## src/rtl/pinport_pkg.sv

```systemverilog
// Package: shared constants and types for the pin port controller.
// Assumes an 8-bit byte-offset register space and half-word data.
package pinport_pkg;

    localparam int REG_AW = 8;

    typedef enum logic [1:0] {
        SZ_BYTE = 2'b00,
        SZ_HALF = 2'b01,
        SZ_WORD = 2'b10,
        SZ_RSVD = 2'b11
    } acc_size_e;

    localparam logic [REG_AW-1:0] OFS_DIN  = 8'h00;
    localparam logic [REG_AW-1:0] OFS_DOUT = 8'h04;
    localparam logic [REG_AW-1:0] OFS_DIR  = 8'h08;
    localparam logic [REG_AW-1:0] OFS_EDGE = 8'h0C;
    localparam logic [REG_AW-1:0] OFS_MASK = 8'h10;
    localparam logic [REG_AW-1:0] OFS_STAT = 8'h14;
    localparam logic [REG_AW-1:0] OFS_PCTL = 8'h18;

endpackage

```

## src/rtl/pinport_sync.sv

```systemverilog
// Module: pinport_sync
// Synchronizes the asynchronous pin inputs through two flops, keeps a
// one-cycle-old copy, and produces a per-pin edge hit of the polarity
// chosen by edge_sel (1 = rising, 0 = falling).
// Assumes pin_in may change at any time relative to clk.
module pinport_sync #(
    parameter int NPINS = 16
) (
    input  logic             clk,
    input  logic             rst_n,
    input  logic [NPINS-1:0] pin_in,
    input  logic [NPINS-1:0] edge_sel,
    output logic [NPINS-1:0] sync_o,
    output logic [NPINS-1:0] hit_o
);

    logic [NPINS-1:0] s1_q;
    logic [NPINS-1:0] s2_q;
    logic [NPINS-1:0] prev_q;

    // Two-stage synchronizer plus the previous-cycle copy for edge detection.
    always_ff @(posedge clk) begin
        if (!rst_n) begin
            s1_q   <= '0;
            s2_q   <= '0;
            prev_q <= '0;
        end else begin
            s1_q   <= pin_in;
            s2_q   <= s1_q;
            prev_q <= s2_q;
        end
    end

    // Per-pin polarity selection of the detected transition.
    for (genvar i = 0; i < NPINS; i++) begin : g_pin
        logic rise;
        logic fall;
        assign rise     = s2_q[i] & ~prev_q[i];
        assign fall     = ~s2_q[i] & prev_q[i];
        assign hit_o[i] = edge_sel[i] ? rise : fall;
    end

    assign sync_o = s2_q;

endmodule

```

## src/rtl/pinport_regs.sv

```systemverilog
// Module: pinport_regs
// Holds the writable configuration registers: output latch, direction,
// edge select, mask and pin enable. It also turns a write to the status
// offset into a clear vector.
// Assumes wr_ok already includes the access-size check.
module pinport_regs
    import pinport_pkg::*;
#(
    parameter int NPINS = 16
) (
    input  logic              clk,
    input  logic              rst_n,
    input  logic              wr_ok,
    input  logic [REG_AW-1:0] addr,
    input  logic [NPINS-1:0]  wdata,
    output logic [NPINS-1:0]  out_q,
    output logic [NPINS-1:0]  dir_q,
    output logic [NPINS-1:0]  edge_q,
    output logic [NPINS-1:0]  mask_q,
    output logic [NPINS-1:0]  pctl_q,
    output logic [NPINS-1:0]  stat_clr
);

    // Register file update; the input, status and unmapped offsets are not stored here.
    always_ff @(posedge clk) begin
        if (!rst_n) begin
            out_q  <= '1;
            dir_q  <= '1;
            edge_q <= '1;
            mask_q <= '1;
            pctl_q <= '1;
        end else if (wr_ok) begin
            case (addr)
                OFS_DOUT: out_q  <= wdata;
                OFS_DIR:  dir_q  <= wdata;
                OFS_EDGE: edge_q <= wdata;
                OFS_MASK: mask_q <= wdata;
                OFS_PCTL: pctl_q <= wdata;
                default:  ;
            endcase
        end
    end

    // Write-one-to-clear vector for the status register.
    always_comb begin
        stat_clr = '0;
        if (wr_ok && addr == OFS_STAT) begin
            stat_clr = wdata;
        end
    end

endmodule

```

## src/rtl/pinport_irq.sv

```systemverilog
// Module: pinport_irq
// Latches qualified edge hits into sticky status bits. The bits are cleared
// by a write-one vector. It drives a level interrupt while any bit is set.
// Assumes a new hit outranks a clear of the same bit in the same cycle.
module pinport_irq #(
    parameter int NPINS = 16
) (
    input  logic             clk,
    input  logic             rst_n,
    input  logic [NPINS-1:0] hit,
    input  logic [NPINS-1:0] dir,
    input  logic [NPINS-1:0] mask,
    input  logic [NPINS-1:0] clr,
    output logic [NPINS-1:0] status_q,
    output logic             irq
);

    logic [NPINS-1:0] event_v;

    // Qualify hits: input pins only, unmasked pins only.
    assign event_v = hit & dir & ~mask;

    // Sticky status with clear applied before new events are merged in.
    always_ff @(posedge clk) begin
        if (!rst_n) begin
            status_q <= '0;
        end else begin
            status_q <= (status_q & ~clr) | event_v;
        end
    end

    // Level interrupt from any pending status bit.
    assign irq = |status_q;

endmodule

```

## src/rtl/pinport_ctrl.sv

```systemverilog
// Module: pinport_ctrl (top)
// Edge-polarity GPIO port: the register interface, the output drive and
// the interrupt. Reads are combinational and gated by bus_rd and a legal size.
// Assumes one access per strobe cycle and NPINS <= bus data width.
module pinport_ctrl
    import pinport_pkg::*;
#(
    parameter int NPINS = 16
) (
    input  logic              clk,
    input  logic              rst_n,
    input  logic              bus_wr,
    input  logic              bus_rd,
    input  logic [REG_AW-1:0] bus_addr,
    input  logic [1:0]        bus_size,
    input  logic [NPINS-1:0]  bus_wdata,
    output logic [NPINS-1:0]  bus_rdata,
    input  logic [NPINS-1:0]  pin_in,
    output logic [NPINS-1:0]  pin_out,
    output logic [NPINS-1:0]  pin_oe,
    output logic              irq
);

    logic             size_ok;
    logic             wr_ok;
    logic [NPINS-1:0] out_q;
    logic [NPINS-1:0] dir_q;
    logic [NPINS-1:0] edge_q;
    logic [NPINS-1:0] mask_q;
    logic [NPINS-1:0] pctl_q;
    logic [NPINS-1:0] stat_clr;
    logic [NPINS-1:0] status_q;
    logic [NPINS-1:0] sync_v;
    logic [NPINS-1:0] hit;

    // Only half-word accesses are honoured.
    assign size_ok = (bus_size == SZ_HALF);
    assign wr_ok   = bus_wr & size_ok;

    pinport_sync #(.NPINS(NPINS)) u_sync (
        .clk      (clk),
        .rst_n    (rst_n),
        .pin_in   (pin_in),
        .edge_sel (edge_q),
        .sync_o   (sync_v),
        .hit_o    (hit)
    );

    pinport_regs #(.NPINS(NPINS)) u_regs (
        .clk      (clk),
        .rst_n    (rst_n),
        .wr_ok    (wr_ok),
        .addr     (bus_addr),
        .wdata    (bus_wdata),
        .out_q    (out_q),
        .dir_q    (dir_q),
        .edge_q   (edge_q),
        .mask_q   (mask_q),
        .pctl_q   (pctl_q),
        .stat_clr (stat_clr)
    );

    pinport_irq #(.NPINS(NPINS)) u_irq (
        .clk      (clk),
        .rst_n    (rst_n),
        .hit      (hit),
        .dir      (dir_q),
        .mask     (mask_q),
        .clr      (stat_clr),
        .status_q (status_q),
        .irq      (irq)
    );

    // Pin drive: the latch reaches a pin only where direction is 0.
    assign pin_oe  = ~dir_q;
    assign pin_out = out_q & ~dir_q;

    // Combinational read mux; zero for illegal size or unmapped offset.
    always_comb begin
        bus_rdata = '0;
        if (bus_rd && size_ok) begin
            case (bus_addr)
                OFS_DIN:  bus_rdata = sync_v & pctl_q;
                OFS_DOUT: bus_rdata = out_q;
                OFS_DIR:  bus_rdata = dir_q;
                OFS_EDGE: bus_rdata = edge_q;
                OFS_MASK: bus_rdata = mask_q;
                OFS_STAT: bus_rdata = status_q;
                OFS_PCTL: bus_rdata = pctl_q;
                default:  bus_rdata = '0;
            endcase
        end
    end

endmodule

```

## config.mk

```make
export PLATFORM = sky130hd
export DESIGN_NAME = pinport_ctrl
export DESIGN_NICKNAME = d
export VERILOG_FILES = /design/src/rtl/pinport_pkg.sv /design/src/rtl/pinport_sync.sv /design/src/rtl/pinport_regs.sv /design/src/rtl/pinport_irq.sv /design/src/rtl/pinport_ctrl.sv
export SDC_FILE = /design/constraint.sdc
export NUM_CORES = 1
export LEC_CHECK = 0
export ABC_AREA = 1
export BUFFER_PORTS_ARGS = -buffer_cell sky130_fd_sc_hd__buf_2
export CORE_UTILIZATION = 52
export DETAILED_ROUTE_END_ITERATION = 7
export HOLD_SLACK_MARGIN = 0.05
export PLACE_DENSITY = 0.76
export SLEW_MARGIN = 10
export SYNTH_ARGS = -nofsm -noshare
export SYNTH_HDL_FRONTEND = slang
export SYNTH_SLANG_ARGS = --single-unit
```

## constraint.sdc

```tcl
create_clock -name clk -period 1.2 [get_ports clk]
set_clock_uncertainty 0.2 [all_clocks]
set_input_delay 0.06 -clock clk [delete_from_list [all_inputs] [get_ports clk]]
set_output_delay 0.06 -clock clk [all_outputs]
set_load 0.02 [all_outputs]
```

==> Yosys cells after proc, flatten, opt, wreduce, memory -nomap -nowiden <==
Cells that the tools add are included.
{ "classes": {"n_bitwise": 74, "n_reduce_logical": 9, "muxes": 19, "n_eq_ne": 7} }
{ "op_table": {"columns": ["cell", "count"], "rows": [
  ["one-hot mux 16 bit (7 select lines)", 1],
  ["bitwise AND 16 bit", 5],
  ["inverter 16 bit", 3],
  ["bitwise AND 1 bit", 33],
  ["2-to-1 mux 16 bit", 2],
  ["inverter 1 bit", 32],
  ["equality test 8 x 5 -> 1 bit, second input constant", 3],
  ["equality test 8 x 4 -> 1 bit, second input constant", 2],
  ["2-to-1 mux 1 bit", 16],
  ["OR 16 bit", 1],
  ["OR reduction 16 bit", 1],
  ["AND reduction 2 bit", 5],
  ["equality test 8 x 3 -> 1 bit, second input constant", 1],
  ["zero test 8 bit", 1],
  ["equality test 2 x 1 -> 1 bit, second input constant", 1],
  ["logical AND 1 bit", 2]
]} }
{ "totals": {"register_bits": 144, "in_bits": 46, "output_inout_bits": 49} }

==> Longest topological paths before layout <==
Gate-level depths: netlist (run 1).
{ "logic_depth": {"depth_word": 7, "ltp_mapped": 9, "mapped_depth_nobuf": 8} }

==> By module <==
From an unflattened synthesis (run 1), not the netlist that was laid out.
{ "hier_totals": {"cells_unflattened": 1094, "hier_area_um2": 7211.9} }
{ "modules_own_cells": {"columns": ["mod", "instances", "area_per_inst_um2", "cells_per_inst"], "rows": [
  ["pinport_regs", 1, 3186.8, 411],
  ["pinport_sync", 1, 1761.7, 245],
  ["pinport_ctrl", 1, 1514.0, 341],
  ["pinport_irq", 1, 749.5, 97]
]} }

==> Worst setup path before layout (run 1) <==
No wires, ideal clock.
{ "synth_path": {"path_kind": "in2out", "startpoint": "in bus_addr[1]", "endpoint": "out bus_rdata[10]", "arrival_time_ns": 1.167, "path_stages": 8, "path_slack_ns": -0.227, "t_required_ns": 0.940, "path_cell_list": "inv_1 > nand2_2 > nor2_8 > nand2_4 > buf_2 > nor2_1 > nor2_1 > a21oi_1"} }
{ "synth_via": {"elab_chain_len": 3} }
{ "synth_lines": {"columns": ["item", "line_no", "source"], "rows": [
  ["from (decl)", "pinport_ctrl.sv:14", "input logic [REG_AW-1:0] bus_addr,"],
  ["equality test 8 x 5 -> 1 bit, or another cell as far along", "pinport_ctrl.sv:82", "case (bus_addr)"],
  ["one-hot mux 16 bit (7 select lines) *", "pinport_ctrl.sv:82", null],
  ["2-to-1 mux 16 bit *", "pinport_ctrl.sv:81", "if (bus_rd && size_ok) begin"],
  ["to (decl)", "pinport_ctrl.sv:17", "output logic [NPINS-1:0] bus_rdata,"]
]} }
Every way passes the cells marked *; elsewhere a longest branch is shown, timed or not.

==> Worst setup path in the final report (run 1) <==
{ "layout_path": {"startpoint": "reg u_irq.status_q[0]", "endpoint": "out irq"} }
{ "layout_via": {"elab_chain_len": 1} }
{ "layout_lines": {"columns": ["item", "line_no", "source"], "rows": [
  ["from (decl)", "pinport_irq.sv:14", "output logic [NPINS-1:0] status_q,"],
  ["from (signal assigned)", "pinport_irq.sv:28", "status_q <= (status_q & ~clr) | event_v;"],
  ["OR reduction 16 bit", "pinport_irq.sv:33", "assign irq = |status_q;"],
  ["to (decl)", "pinport_ctrl.sv:21", "output logic irq"]
]} }
No other way between the ends.

==> results of run 1 <==
-- sequential cells by signal (all words and copies together), names as in the netlist --
| register | cells |
|---|---|
| u_sync.prev_q | 16 |
| u_regs.out_q | 16 |
| u_regs.pctl_q | 16 |
| u_regs.mask_q | 16 |
| u_sync.sync_o | 16 |
| u_irq.status_q | 16 |
| u_sync.s1_q | 16 |
| u_regs.dir_q | 16 |
| u_regs.edge_q | 16 |
-- metrics by stage --
stage | cell area, µm² | hold WS [ns] | utilization | setup WS, ns | power, µW
2_1_floorplan | 6813 | -0.04237 | - | -0.07374 | 5256
4_1_cts | 9567 | -0.2235 | 0.7866 | -0.5706 | 11130
3_3_place_gp | 7990 | 0.03958 | 0.6570 | -0.4351 | 5532
5_1_grt | 10000 | -0.2197 | 0.8225 | -0.6609 | 11440
3_5_place_dp | 7990 | 0.04318 | 0.6570 | -0.4438 | 5541
6_report | 10000 | -0.2112 | 0.8225 | -0.6626 | 11200
-- area by class of cell --
type                            instances  area, µm²
Multi-Input combinational cell        644       3458
Sequential cell                       144       3022
Fill cell                             736       2158
Timing Repair Buffer                  226       2126
Inverter                              128      559.3
Clock buffer                           23      498.0
Tap cell                              168      210.2
Clock inverter                          8      127.6
Antenna cell                            1      2.502
-- Yosys cell counts --
cell type and n:
nand3_1 128, nand2_2 4, nand3_4 2, nand2_1 297, nor2_4 6, inv_2 8
nor2_8 1, nand2_4 1, nand3_2 1, nand3b_1 15, buf_6 2, nand4_1 2
clkbuf_1 17, buf_4 10, a21o_1 1, buf_2 16, nor2_2 2, o211ai_1 33
nor4_1 4, o21ai_0 16, nor2_1 84, a21oi_1 47, inv_1 120, dfxtp_1 144
-- how the worst max path moves through the flow --
stage,endpoint,start,slack (ns)
after global routing,irq,u_irq.status_q[0],-0.66
after CTS,irq,u_irq.status_q[0],-0.57
after floorplan,bus_rdata[10],bus_addr[7],-0.07
final,irq,u_irq.status_q[0],-0.66
after detailed placement,bus_rdata[15],bus_addr[7],-0.44
after global placement,bus_rdata[15],bus_addr[7],-0.44
-- repair_timing --
item,in CTS,in global routing
buffers inserted,15,16
pin swaps,44,50
hold endpoints to repair,144,127
gates resized for setup,227,146
setup endpoints to repair,51,108
hold buffers,35,2
-- metal layers --
layer / GRT usage / up-vias / routed length, µm
met5: 0 / - / 0
met4: 0.1394 / 0 / 1113
met3: 0.08682 / 132 / 3011
met2: 0.5289 / 615 / 10920
met1: 0.4702 / 3519 / 9911
li1: - / 3441 / -
-- layout by cell type, fill, tap and decap left out, types with 17 or more instances in the layout --
cell type	instances
a21oi_1	25
a21oi_2	22
buf_12	18
buf_2	42
buf_4	72
buf_6	57
clkbuf_16	17
dfxtp_1	57
dfxtp_2	75
dlygate4sd3_1	35
inv_1	82
inv_2	28
nand2_1	267
nand2_2	31
nand3_1	112
nor2_1	40
nor2_2	31
nor2_4	21
o211ai_1	33
-- where the power goes --
part           switching (µW)  internal, µW
Sequential               36.2          4820
Clock                    2080          3540
Combinational             430           293
Total                    2540          8660
-- logic make-up (layout without fill, tap and decap cells) --
logic type	Yosys count	after routing	share of synthesized area
compound gates	97	97	0.08674
buf+inv	173	385	0.1098
flops	144	144	0.4383
other cells	0	1	0
simple gates	547	547	0.3652
==> flow_summary.toml, run 1 <==
[sta]
finalMaxSlewViolations = 0
slew_headroom = 0.7687
setup_viol = 69
max_freq_ghz = 0.5369
rsz0062_at_grt = "yes"
setup_ws_ns = -0.6626
min_period_over_period = 1.552
finalHoldViolCount = 78
tightestPinTransition_ns = 0.3441
fin_setup_tns_ns = -12.89
period_needed_ns = 1.863
hold_slack_ns = -0.2112

[global_routing]
antenna_found_initial = 1
grt_max_degree = 36
grt_usage = 0.3471
grt_pass1_vias = 6696
grt_pass1_wl_um = 34170
grt_overflow = 0

[route]
routedWlPerCell_um = 18.59
vias_per_cell = 5.743
drt-total-wl_um = 24950
drtAntennaViolNets = 0
drt-initial-drc-count = 1198
drc = 0
vias = 7707
dr.pass1.iters = 8

[cts]
htreeDepth = 4
numClockSinks = 144
clock_latency_ns = 0.43
path_clk_slew_ns = 0.06
clockRootBuffer = "clkbuf_16"
max-clock-path-buffers = 2
cts_buffers = 17
cts_tree = "done"

[synthesis]
ys_ff_latch = 144
synthesis.area_mm2 = 0.006578
synth_seq_area_share = 0.4383
yosys.area.top_type_share = 0.4383
syn_inst = 961
synth_top_cell_by_area = "dfxtp_1"
syn_area_per_cell_um2 = 6.844
ys_types = 24
syn_nets = 1007
synth_area_leaders = "dfxtp_1 (44%), nand2_1 (17%), nand3_1 (9.7%)"
yosys_warnings = 0

[worst_setup_path]
cp_common_cell = "buf_4"
cp.depth = 4
r2r_end = "u_irq.status_q[8]"
worstPathArrival_ns = 1.60
worstReg2RegStart = "u_regs.dir_q[8]"
crit_family = "simple AND/OR/NAND/NOR gates"
path_max_fanout = 2
cp-start-kind = "register"
cp_cell_sequence = "nor4_2 > buf_4 > nand4_1 > buf_4"
r2r_cells = 7
required_ns = 0.94
critPathCaptureType = "output pin"
cpMaxStageDelayCell = "dfxtp_2"
path_class = "register to output pin"
path_buf_inv = 2
slowest_delay_ns = 0.33
reg2reg_slack_ns = -0.11

[cells_and_area]
fin_cells = 1342
drive_gt1_frac = 0.4152
fin_nets = 1207
area_growth_pct = 52.08

[placement]
portBuffers = 94
place_inst = 1253
gp_congestion = 0.9470
post-dp-hpwl_um = 13890

[worst_hold_path]
hold_path.startpoint = "rst_n"
hold-path-endpoint = "u_regs.pctl_q[1]"
whs_path_depth = 2
hold_path.class = "primary input to register"

[power]
power.density_mw_per_mm2 = 1120
p_leak_uw = 0.004893
vdd.ir_drop.worst_uv = 956.3

[job]
cap_viol_max_count = 0

[outcome]
violations = "hold timing, setup timing"
status = "finished with violations"

[floorplan]
rows = 40
die_w_um = 114.5
die_h_um = 114.5
initial_core_util = 0.5408
die_area_mm2 = 0.01310
coreArea_mm2 = 0.01216
ios = 95
Note: power is estimated with default switching activity, not from simulation.
==> run 2: changes to the inputs <==
--- a/config.mk
+++ b/config.mk
@@ -7,10 +7,11 @@
 export LEC_CHECK = 0
 export ABC_AREA = 1
 export BUFFER_PORTS_ARGS = -buffer_cell sky130_fd_sc_hd__buf_2
-export CORE_UTILIZATION = 52
+export CAP_MARGIN = 20
+export CORE_UTILIZATION = 62
 export DETAILED_ROUTE_END_ITERATION = 7
 export HOLD_SLACK_MARGIN = 0.05
-export PLACE_DENSITY = 0.76
+export PLACE_DENSITY = 0.86
 export SLEW_MARGIN = 10
 export SYNTH_ARGS = -nofsm -noshare
 export SYNTH_HDL_FRONTEND = slang
==> constraint.sdc (replaced) <==
create_clock -name clk -period 2.4 [get_ports clk]
set_clock_uncertainty 0.2 [all_clocks]
set_input_delay 0.12 -clock clk [delete_from_list [all_inputs] [get_ports clk]]
set_output_delay 0.12 -clock clk [all_outputs]
set_load 0.02 [all_outputs]
==> run 2 against run 1 <==
Compared with the run above: the flow now finishes without violations; highest routed layer unchanged; first-iteration DRC count fell by 34%; total power fell by 53%; combinational power shrank 60%; design area is 18% lower; via count is 13% lower; critical path type unchanged; sequential power down 50%; count of clock-buffer cells in the layout decreased by 4; sequential share of layout area rose by 5.1 points; core utilization is 3.1 points lower; setup slack gained 0.93 ns; critical path depth decreased by 1; flip-flop and latch count is the same.
==> flow_summary.toml, run 2 (same netlist as run 1, synthesis figures left out) <==
[outcome]
status = "finished clean"

[cts]
cts_hold_buffers = 51
cts_setup_buffers = 0
max-clock-path-buffers = 2
cts_tree = "done"
htreeDepth = 4
clock_latency_ns = 0.53
postCtsResizedCells = 0
path_clk_slew_ns = 0.06
cts_buffers = 17
clockRootBuffer = "clkbuf_8"
numClockSinks = 144

[worst_setup_path]
slowest_delay_ns = 0.51
critPathCaptureType = "output pin"
cp_cell_sequence = "nor4_1 > nand4_1 > buf_2"
cpMaxStageDelayCell = "nor4_1"
r2r_end = "u_regs.edge_q[13]"
path_class = "register to output pin"
r2r_cells = 3
path_max_fanout = 3
cp-start-kind = "register"
worstReg2RegStart = "u_regs.edge_q[13]"
reg2reg_slack_ns = 1.00
worstPathArrival_ns = 1.82
required_ns = 2.08

[floorplan]
rows = 37
ios = 95
coreArea_mm2 = 0.01032
die_w_um = 105
initial_core_util = 0.6371
die_h_um = 105
die_area_mm2 = 0.01103

[route]
drt-initial-drc-count = 788
routedWlPerCell_um = 15.64
vias_per_cell = 5.435
drc = 0
dr.pass1.iters = 8
vias = 6728
drt-total-wl_um = 19370
drtAntennaViolNets = 0

[cells_and_area]
area_growth_pct = 24.22
layout_common_cells = "nand2_1 (297), dfxtp_1 (144), nand3_1 (128)"
drive_gt1_frac = 0.1452
fin_cells = 1238
n_antenna_cell = 0
fin_nets = 1137
final_common_cell = "nand2_1"

[placement]
post-dp-hpwl_um = 12360
gp_congestion = 0.9281
portBuffers = 94
place_inst = 1157

[global_routing]
grt_pass1_wl_um = 31030
grt_usage = 0.3626
antenna_found_initial = 0
grt_pass1_vias = 6026
grt_max_degree = 129
grt_overflow = 0

[sta]
hold_slack_ns = 0.1244
setup_viol = 0
finalHoldViolCount = 0
finalMaxSlewViolations = 0
max_freq_ghz = 0.4683
slew_headroom = 0.5841
period_needed_ns = 2.135
rsz0062_at_grt = "no"
min_period_over_period = 0.8897
fin_setup_tns_ns = 0
tightestPinTransition_ns = 0.6231

[worst_hold_path]
whs_path_depth = 8
hold-path-endpoint = "u_regs.pctl_q[3]"
hold_path.startpoint = "bus_addr[7]"
hold_path.class = "primary input to register"

[power]
p_total_uw = 5312
power.density_mw_per_mm2 = 650.1
vdd.ir_drop.worst_uv = 482.3
p_leak_uw = 0.004437

[job]
cap_viol_max_count = 0
-- run 2: worst max-delay path, delay by kind of cell, from the launching register on --
kind | cells | cell delay (ns)
flops | 1 | 0.34
simple gates | 2 | 0.73
buf+inv | 1 | 0.21
-- run 2: worst max path at each step --
stage / startpoint / endpoint / slack, ns / depth (start not counted)
floorplan: bus_addr[1] / bus_rdata[10] / 0.85 / 8
global placement: bus_addr[2] / bus_rdata[13] / 0.54 / 9
detailed placement: bus_addr[2] / bus_rdata[15] / 0.52 / 9
CTS: u_irq.status_q[2] / irq / 0.32 / 3
global route: u_regs.pctl_q[15] / bus_rdata[15] / 0.31 / 7
finish: u_irq.status_q[2] / irq / 0.26 / 3
-- run 2: per-layer routing --
layer  wire, µm  track usage  part of all wire
met1       8346       0.5193              0.43
met2       8360       0.5279              0.43
met3       2344      0.09732              0.12
met4        316       0.1157             0.016
met5          0            0                 0
-- run 2: stage by stage --
step,setup WS (ns),instance area (µm²),util
global route,0.3121,8170,0.7914
floorplan,0.8532,6578,-
CTS,0.3200,8170,0.7914
finish,0.2646,8170,0.7914
global placement,0.5424,7087,0.6865
detailed placement,0.5236,7087,0.6865
-- run 2: report_power, final --
| part | switching (µW) | leakage (µW) | internal, µW |
|---|---|---|---|
| logic | 174 | 0.00299 | 117 |
| clock network | 1040 | 0.000273 | 1530 |
| registers | 18.8 | 0.00117 | 2420 |
| total | 1240 | 0.00444 | 4070 |
-- run 2: final cells by class --
| type | count | area [µm²] |
|---|---|---|
| multi-input cells | 644 | 2973 |
| flip-flops and latches | 144 | 2883 |
| fillers | 755 | 2153 |
| repair buffers | 156 | 1091 |
| inverters | 128 | 480.5 |
| clock buffers | 19 | 441.7 |
| well taps | 136 | 170.2 |
| clock inverters | 11 | 131.4 |
